`src/rtl/uart_rx_pkg.sv`:
```
package uart_rx_pkg;

  // Strobes from control to datapath, valid for one cycle each
  typedef struct packed {
    logic cntClr;     // restart bit timing, clear ninth-bit capture
    logic shiftIn;    // shift the sampled line into the data register
    logic bit9In;     // capture the sampled line as the ninth bit
    logic frameDone;  // sample stop bit and offer the word to the buffer
  } ctrlStrobe_t;

  // Timing and line status from datapath to control
  typedef struct packed {
    logic lineS;      // synchronized serial line
    logic halfHit;    // middle of the start bit reached
    logic fullHit;    // middle of a data or stop bit reached
  } dpStatus_t;

  typedef enum logic [2:0] {
    RX_IDLE,
    RX_START,
    RX_DATA,
    RX_BIT9,
    RX_STOP
  } rxState_t;

endpackage

```
`src/rtl/uart_rx_dp.sv`:
```
module uart_rx_dp
  import uart_rx_pkg::*;
#(
  parameter int DIV_W   = 8,
  parameter int DATA_W  = 8,
  parameter int DEPTH   = 2,
  parameter int LO_OVS  = 64,
  parameter int HI_OVS  = 16,
  parameter int SYNC_N  = 2
) (
  input  logic              clk,
  input  logic              rstN,
  input  logic              rxLine,
  input  logic [DIV_W-1:0]  baudDiv,
  input  logic              highSpeed,
  input  logic              rxEn,
  input  logic              dataRd,
  input  ctrlStrobe_t       strb,
  output dpStatus_t         stat,
  output logic [DATA_W-1:0] rxData,
  output logic              rxBit9,
  output logic              frameErr,
  output logic              rxReady,
  output logic              overrun
);

  localparam int SUB_W = $clog2(LO_OVS);
  localparam int ENT_W = DATA_W + 2;
  localparam int PTR_W = (DEPTH > 1) ? $clog2(DEPTH) : 1;
  localparam int CNT_W = $clog2(DEPTH + 1);
  localparam logic [PTR_W-1:0] LAST_PTR = PTR_W'(DEPTH - 1);
  localparam logic [CNT_W-1:0] FULL_CNT = CNT_W'(DEPTH);

  // ---------------- line synchronizer ----------------
  logic [SYNC_N-1:0] syncQ;
  always_ff @(posedge clk or negedge rstN) begin
    if (!rstN) syncQ <= '1;
    else       syncQ <= {syncQ[SYNC_N-2:0], rxLine};
  end
  logic lineS;
  assign lineS = syncQ[SYNC_N-1];

  // ---------------- bit timing ----------------
  logic [DIV_W-1:0] preCnt;
  logic [SUB_W-1:0] subCnt;
  logic             tick;
  logic [SUB_W-1:0] subMax;
  logic [SUB_W-1:0] subHalf;

  assign tick    = (preCnt == baudDiv);
  assign subMax  = highSpeed ? SUB_W'(HI_OVS - 1)     : SUB_W'(LO_OVS - 1);
  assign subHalf = highSpeed ? SUB_W'(HI_OVS / 2 - 1) : SUB_W'(LO_OVS / 2 - 1);

  always_ff @(posedge clk or negedge rstN) begin
    if (!rstN) begin
      preCnt <= '0;
      subCnt <= '0;
    end else if (strb.cntClr) begin
      preCnt <= '0;
      subCnt <= '0;
    end else if (tick) begin
      preCnt <= '0;
      subCnt <= (subCnt == subMax) ? '0 : subCnt + 1'b1;
    end else begin
      preCnt <= preCnt + 1'b1;
    end
  end

  assign stat.lineS   = lineS;
  assign stat.halfHit = tick && (subCnt == subHalf);
  assign stat.fullHit = tick && (subCnt == subMax);

  // ---------------- shift register ----------------
  logic [DATA_W-1:0] shReg;
  logic              b9q;

  always_ff @(posedge clk or negedge rstN) begin
    if (!rstN) begin
      shReg <= '0;
      b9q   <= 1'b0;
    end else begin
      if (strb.shiftIn) shReg <= {lineS, shReg[DATA_W-1:1]};
      if (strb.cntClr)      b9q <= 1'b0;
      else if (strb.bit9In) b9q <= lineS;
    end
  end

  logic [ENT_W-1:0] newEnt;
  assign newEnt = {b9q, ~lineS, shReg};

  // ---------------- receive buffer ----------------
  logic [ENT_W-1:0] mem [DEPTH];
  logic [PTR_W-1:0] wrPtr, rdPtr;
  logic [CNT_W-1:0] count;
  logic             isFull, isEmpty, doPush, doPop, ovrQ;

  assign isFull  = (count == FULL_CNT);
  assign isEmpty = (count == '0);
  assign doPush  = strb.frameDone && !isFull && !ovrQ;
  assign doPop   = dataRd && !isEmpty;

  function automatic logic [PTR_W-1:0] nextPtr(input logic [PTR_W-1:0] p);
    return (p == LAST_PTR) ? '0 : p + 1'b1;
  endfunction

  always_ff @(posedge clk or negedge rstN) begin
    if (!rstN) begin
      wrPtr <= '0;
      rdPtr <= '0;
      count <= '0;
    end else begin
      if (doPush) wrPtr <= nextPtr(wrPtr);
      if (doPop)  rdPtr <= nextPtr(rdPtr);
      case ({doPush, doPop})
        2'b10:   count <= count + 1'b1;
        2'b01:   count <= count - 1'b1;
        default: count <= count;
      endcase
    end
  end

  for (genvar gi = 0; gi < DEPTH; gi++) begin : g_slot
    always_ff @(posedge clk or negedge rstN) begin
      if (!rstN)                                    mem[gi] <= '0;
      else if (doPush && wrPtr == PTR_W'(gi))        mem[gi] <= newEnt;
    end
  end

  // ---------------- overrun ----------------
  always_ff @(posedge clk or negedge rstN) begin
    if (!rstN)                            ovrQ <= 1'b0;
    else if (!rxEn)                       ovrQ <= 1'b0;
    else if (strb.frameDone && isFull)    ovrQ <= 1'b1;
  end

  // ---------------- head presentation ----------------
  logic [ENT_W-1:0] headEnt;
  assign headEnt  = isEmpty ? '0 : mem[rdPtr];
  assign rxData   = headEnt[DATA_W-1:0];
  assign frameErr = headEnt[DATA_W];
  assign rxBit9   = headEnt[DATA_W+1];
  assign rxReady  = !isEmpty;
  assign overrun  = ovrQ;

endmodule

```
`src/rtl/uart_rx_ctrl.sv`:
```
module uart_rx_ctrl
  import uart_rx_pkg::*;
#(
  parameter int DATA_W = 8
) (
  input  logic        clk,
  input  logic        rstN,
  input  logic        rxOn,
  input  logic        nineBit,
  input  dpStatus_t   stat,
  output ctrlStrobe_t strb
);

  localparam int BIT_W = (DATA_W > 1) ? $clog2(DATA_W) : 1;
  localparam logic [BIT_W-1:0] LAST_BIT = BIT_W'(DATA_W - 1);

  rxState_t         state, stateNx;
  logic [BIT_W-1:0] bitCnt, bitCntNx;

  always_comb begin
    stateNx  = state;
    bitCntNx = bitCnt;
    strb     = '0;
    if (!rxOn) begin
      stateNx = RX_IDLE;
    end else begin
      case (state)
        RX_IDLE: begin
          if (!stat.lineS) begin
            strb.cntClr = 1'b1;
            stateNx     = RX_START;
          end
        end
        RX_START: begin
          if (stat.halfHit) begin
            if (stat.lineS) begin
              stateNx = RX_IDLE;
            end else begin
              strb.cntClr = 1'b1;
              bitCntNx    = '0;
              stateNx     = RX_DATA;
            end
          end
        end
        RX_DATA: begin
          if (stat.fullHit) begin
            strb.shiftIn = 1'b1;
            if (bitCnt == LAST_BIT) stateNx = nineBit ? RX_BIT9 : RX_STOP;
            else                    bitCntNx = bitCnt + 1'b1;
          end
        end
        RX_BIT9: begin
          if (stat.fullHit) begin
            strb.bit9In = 1'b1;
            stateNx     = RX_STOP;
          end
        end
        RX_STOP: begin
          if (stat.fullHit) begin
            strb.frameDone = 1'b1;
            stateNx        = RX_IDLE;
          end
        end
        default: stateNx = RX_IDLE;
      endcase
    end
  end

  always_ff @(posedge clk or negedge rstN) begin
    if (!rstN) begin
      state  <= RX_IDLE;
      bitCnt <= '0;
    end else begin
      state  <= stateNx;
      bitCnt <= bitCntNx;
    end
  end

endmodule

```
`src/rtl/uart_rx_buf.sv`:
```
module uart_rx_buf
  import uart_rx_pkg::*;
#(
  parameter int DIV_W  = 8,
  parameter int DATA_W = 8,
  parameter int DEPTH  = 2,
  parameter int LO_OVS = 64,
  parameter int HI_OVS = 16
) (
  input  logic              clk,
  input  logic              rstN,
  input  logic              rxLine,
  input  logic [DIV_W-1:0]  baudDiv,
  input  logic              highSpeed,
  input  logic              portEn,
  input  logic              syncMode,
  input  logic              rxEn,
  input  logic              nineBit,
  input  logic              intEn,
  input  logic              dataRd,
  output logic [DATA_W-1:0] rxData,
  output logic              rxBit9,
  output logic              frameErr,
  output logic              rxReady,
  output logic              overrun,
  output logic              irq
);

  ctrlStrobe_t strb;
  dpStatus_t   stat;
  logic        rxOn;

  assign rxOn = portEn && !syncMode && rxEn;

  uart_rx_ctrl #(.DATA_W(DATA_W)) u_ctrl (
    .clk     (clk),
    .rstN    (rstN),
    .rxOn    (rxOn),
    .nineBit (nineBit),
    .stat    (stat),
    .strb    (strb)
  );

  uart_rx_dp #(
    .DIV_W  (DIV_W),
    .DATA_W (DATA_W),
    .DEPTH  (DEPTH),
    .LO_OVS (LO_OVS),
    .HI_OVS (HI_OVS),
    .SYNC_N (2)
  ) u_dp (
    .clk       (clk),
    .rstN      (rstN),
    .rxLine    (rxLine),
    .baudDiv   (baudDiv),
    .highSpeed (highSpeed),
    .rxEn      (rxEn),
    .dataRd    (dataRd),
    .strb      (strb),
    .stat      (stat),
    .rxData    (rxData),
    .rxBit9    (rxBit9),
    .frameErr  (frameErr),
    .rxReady   (rxReady),
    .overrun   (overrun)
  );

  assign irq = rxReady && intEn;

endmodule

```
`config.mk`:
```
export PLATFORM = sky130hd
export DESIGN_NAME = uart_rx_buf
export DESIGN_NICKNAME = d
export VERILOG_FILES = /design/src/rtl/uart_rx_pkg.sv /design/src/rtl/uart_rx_dp.sv /design/src/rtl/uart_rx_ctrl.sv /design/src/rtl/uart_rx_buf.sv
export SDC_FILE = /design/constraint.sdc
export NUM_CORES = 1
export LEC_CHECK = 0
export ABC_AREA = 1
export CORE_ASPECT_RATIO = 0.8
export CORE_MARGIN = 1.5
export CORE_UTILIZATION = 50
export CTS_BUF_LIST = sky130_fd_sc_hd__clkbuf_16
export CTS_CLUSTER_SIZE = 8
export DETAILED_ROUTE_END_ITERATION = 8
export PLACE_DENSITY = 0.76
export SKIP_CTS_REPAIR_TIMING = 1
export SYNTH_ARGS = -nofsm -noshare
export SYNTH_HDL_FRONTEND = slang
export SYNTH_SLANG_ARGS = --single-unit
```
`constraint.sdc`:
```
create_clock -name clk -period 3.1 [get_ports clk]
set_clock_uncertainty 0.2 [all_clocks]
set_input_delay 0.62 -clock clk [delete_from_list [all_inputs] [get_ports clk]]
set_output_delay 0.62 -clock clk [all_outputs]
set_load 0.01 [all_outputs]
```
==> out/metrics.cfg <==
[pwr]
p_leak_nw=1.72
internal_power_mw=1.29
p_comb_frac=0.244
p_seq_frac=0.460
switching_share=0.318
clockPowerShare=0.296
power_switching_mw=0.600
p_total_mw=1.89
p_per_area_nw_per_um2=536
ir_worst_vdd_v=0.000280

[route]
vias=2597
drt-initial-drc-count=151
first_pass_iters=4
routed_via_density=5.08
wl_per_cell_um=12.9
wl_mm=6.60
ant_nets=0
drc=0

[synth]
yosysSeqAreaShare=0.469
synthArstFlopShare=1.00
synth_enable_flop_cells=0
syn-mean-instance-area_um2=7.54
yosysTopAreaCellShare=0.452
netlist_top_cells_area=dfrtp_1 (45%), nand2_1 (16%), nand3_1 (6.5%)
yosysTopAreaCell=dfrtp_1
synth_common_cells=nand2_1 (131), dfrtp_1 (54), inv_1 (48)
synth.distinct_cells=30
syn_area_um2=2990
syn_inst=397
synth_ff_type=dfrtp_1
synth_nets=420
synth_most_common_cell=nand2_1
ys.warnings.count=0
yosys_register_bits=56

[clocking]
cts_buffers=5
cts_buffer_depth=2
cts_tree=yes
clockRootBuffer=clkbuf_16
cts_num_sinks=56
clock_latency_ns=0.29
path_clk_slew_ns=0.07
htreeDepth=2

[setup_path]
startpoint=highSpeed
crit_required_ns=3.07
cp_max_fo=6
r2r_cells=12
r2r-start=u_dp.subCnt[0]
max_stage_delay_ns=0.45
arrival_ns=2.63
cp_slowest_cell=clkdlybuf4s50_1
cp-start-kind=input pin
path_common_cell=o21ai_0
worst_setup_path_end_kind=register
critPathKind=in -> reg
ff2ff_setup_slack_ns=0.63
crit_chain=clkdlybuf4s50_1, o21ai_0, nand2_1, nor2_2, nand3_4, nor3_4, inv_1, ha_1, a21oi_1, o21ai_0, xor2_1
reg2reg_to=u_dp.count[1]

[placed_design]
pre_cts_slack_ns=0.116
gp_congestion=0.859
portBuffers=30
dpl.hpwl_mm=4.62

[die]
rows=24
ios=31
start_util=0.533
fp.dieW_um=89.5
die-height_um=72.2
die-area_um2=6460
coreArea_um2=5620

[sta]
worstMarginPinSlew_ns=0.538
rsz0062_at_grt=false
hold_viol=0
max_freq_mhz=376
setup_viol=0
final_max_slew_viol_count=0
relSlewSlack=0.638
finalCriticalPeriod_ns=2.66
setup_tns_ns=0
fin_ws_ns=0.441
fin_crit_sh=0.858

[hold_path]
holdPathStages=0
whs_endpoint=u_dp.syncQ[1]
holdCritStartpoint=u_dp.syncQ[0]
hp-class=reg -> reg

[grt]
antenna_found_initial=0
gr-usage-all-layers=0.228
grt-ovfl-total=0
grt_pass1_wl_mm=11.3
first_global_vias=2469
globalRouteMet1Util=0.333
grt_max_degree=31
grt_util_met3=0.0523
gr-max-usage-layer=met2
met2_usage=0.342

[layout]
diodes=0
syn_to_final_growth_pct=17.9
fillers=488
layout.nets=455
drive_gt1_frac=0.0739

[status]
status=finished, final reports clean

[job]
maxCapViolCount=0

power groups by stage:
stage               sequential (mW)  combinational, mW  clock [mW]
finish                        0.869              0.461       0.558
global route                  0.881              0.528       0.595
CTS                           0.870              0.464       0.564
detailed placement            0.884              0.461           0
global placement              0.879              0.446           0
floorplan                     0.869              0.311           0
flip-flops by register name, indices dropped and copies added, names as in the netlist:
signal	cells
u_dp.subCnt	6
u_dp.rdPtr	1
u_ctrl.bitCnt	3
u_dp.b9q	1
u_ctrl.state	3
u_dp.preCnt	8
u_dp.overrun	1
u_dp.mem	20
u_dp.shReg	8
u_dp.count	2
u_dp.wrPtr	1
u_dp.syncQ	2
kinds of logic after synthesis:
| kind of cell | after synthesis | synth area share |
|---|---|---|
| AND/OR/NAND/NOR | 223 | 0.320 |
| adder cells (fa/ha/maj) | 5 | 0.0209 |
| buffers and inverters | 61 | 0.0857 |
| AO/OA/AOI/OAI | 42 | 0.0744 |
| flip-flops | 56 | 0.469 |
| XOR/XNOR | 10 | 0.0293 |
worst max-delay path by stage:
stage | end | slack (ns)
global placement | u_dp.count[1] | 0.23
finish | u_dp.count[1] | 0.44
detailed placement | u_dp.count[1] | 0.12
global route | u_dp.count[1] | 0.31
CTS | u_dp.count[1] | 0.42
floorplan | u_dp.count[1] | 0.63
final cells by class:
type,instances,area [µm²],area share
clock buffers,5,125,0.0355
clock inverters,3,18.8,0.00532
inverters,51,191,0.0543
multi-input cells,280,1330,0.378
flip-flops and latches,56,1400,0.398
well taps,78,97.6,0.0277
repair buffers,38,358,0.101
routing by layer:
layer | wire length [µm] | vias to the layer above
met5 | 0 | -
met4 | 149 | 0
met2 | 2990 | 75
li1 | - | 1302
met3 | 285 | 16
met1 | 3180 | 1204
placed cells by master, fill, tap and decap left out, types with 2 or more instances in the layout:
cell type	instances
nand2_1	131
dfrtp_1	54
inv_1	48
nand3_1	39
nor2_1	36
clkdlybuf4s50_1	29
o21ai_0	20
a21oi_1	19
buf_4	7
xor2_1	6
ha_1	5
clkbuf_16	5
xnor2_1	4
nor2_2	3
nand2_2	3
inv_2	2
nor3_1	2
nand3b_1	2
or2_2	2
clkinv_1	2
clkinvlp_4	2
dfstp_2	2
metrics by stage:
stage | cells | hold slack [ns] | util | instance area (µm²)
floorplan | 397 | 0.124 | - | 2990
global placement | 502 | 0.146 | 0.600 | 3370
detailed placement | 502 | 0.147 | 0.600 | 3370
CTS | 510 | -0.0534 | 0.626 | 3520
global route | 511 | 0.160 | 0.628 | 3530
finish | 511 | 0.157 | 0.628 | 3530
worst max-delay path, delay by kind of cell:
family | cells | cell delay (ns)
simple gates | 4 | 0.59
buf+inv | 2 | 0.53
xor+xnor | 1 | 0.15
compound gates | 3 | 0.43
fa+ha+maj | 1 | 0.31
Note: power is estimated with default switching activity, not from simulation.
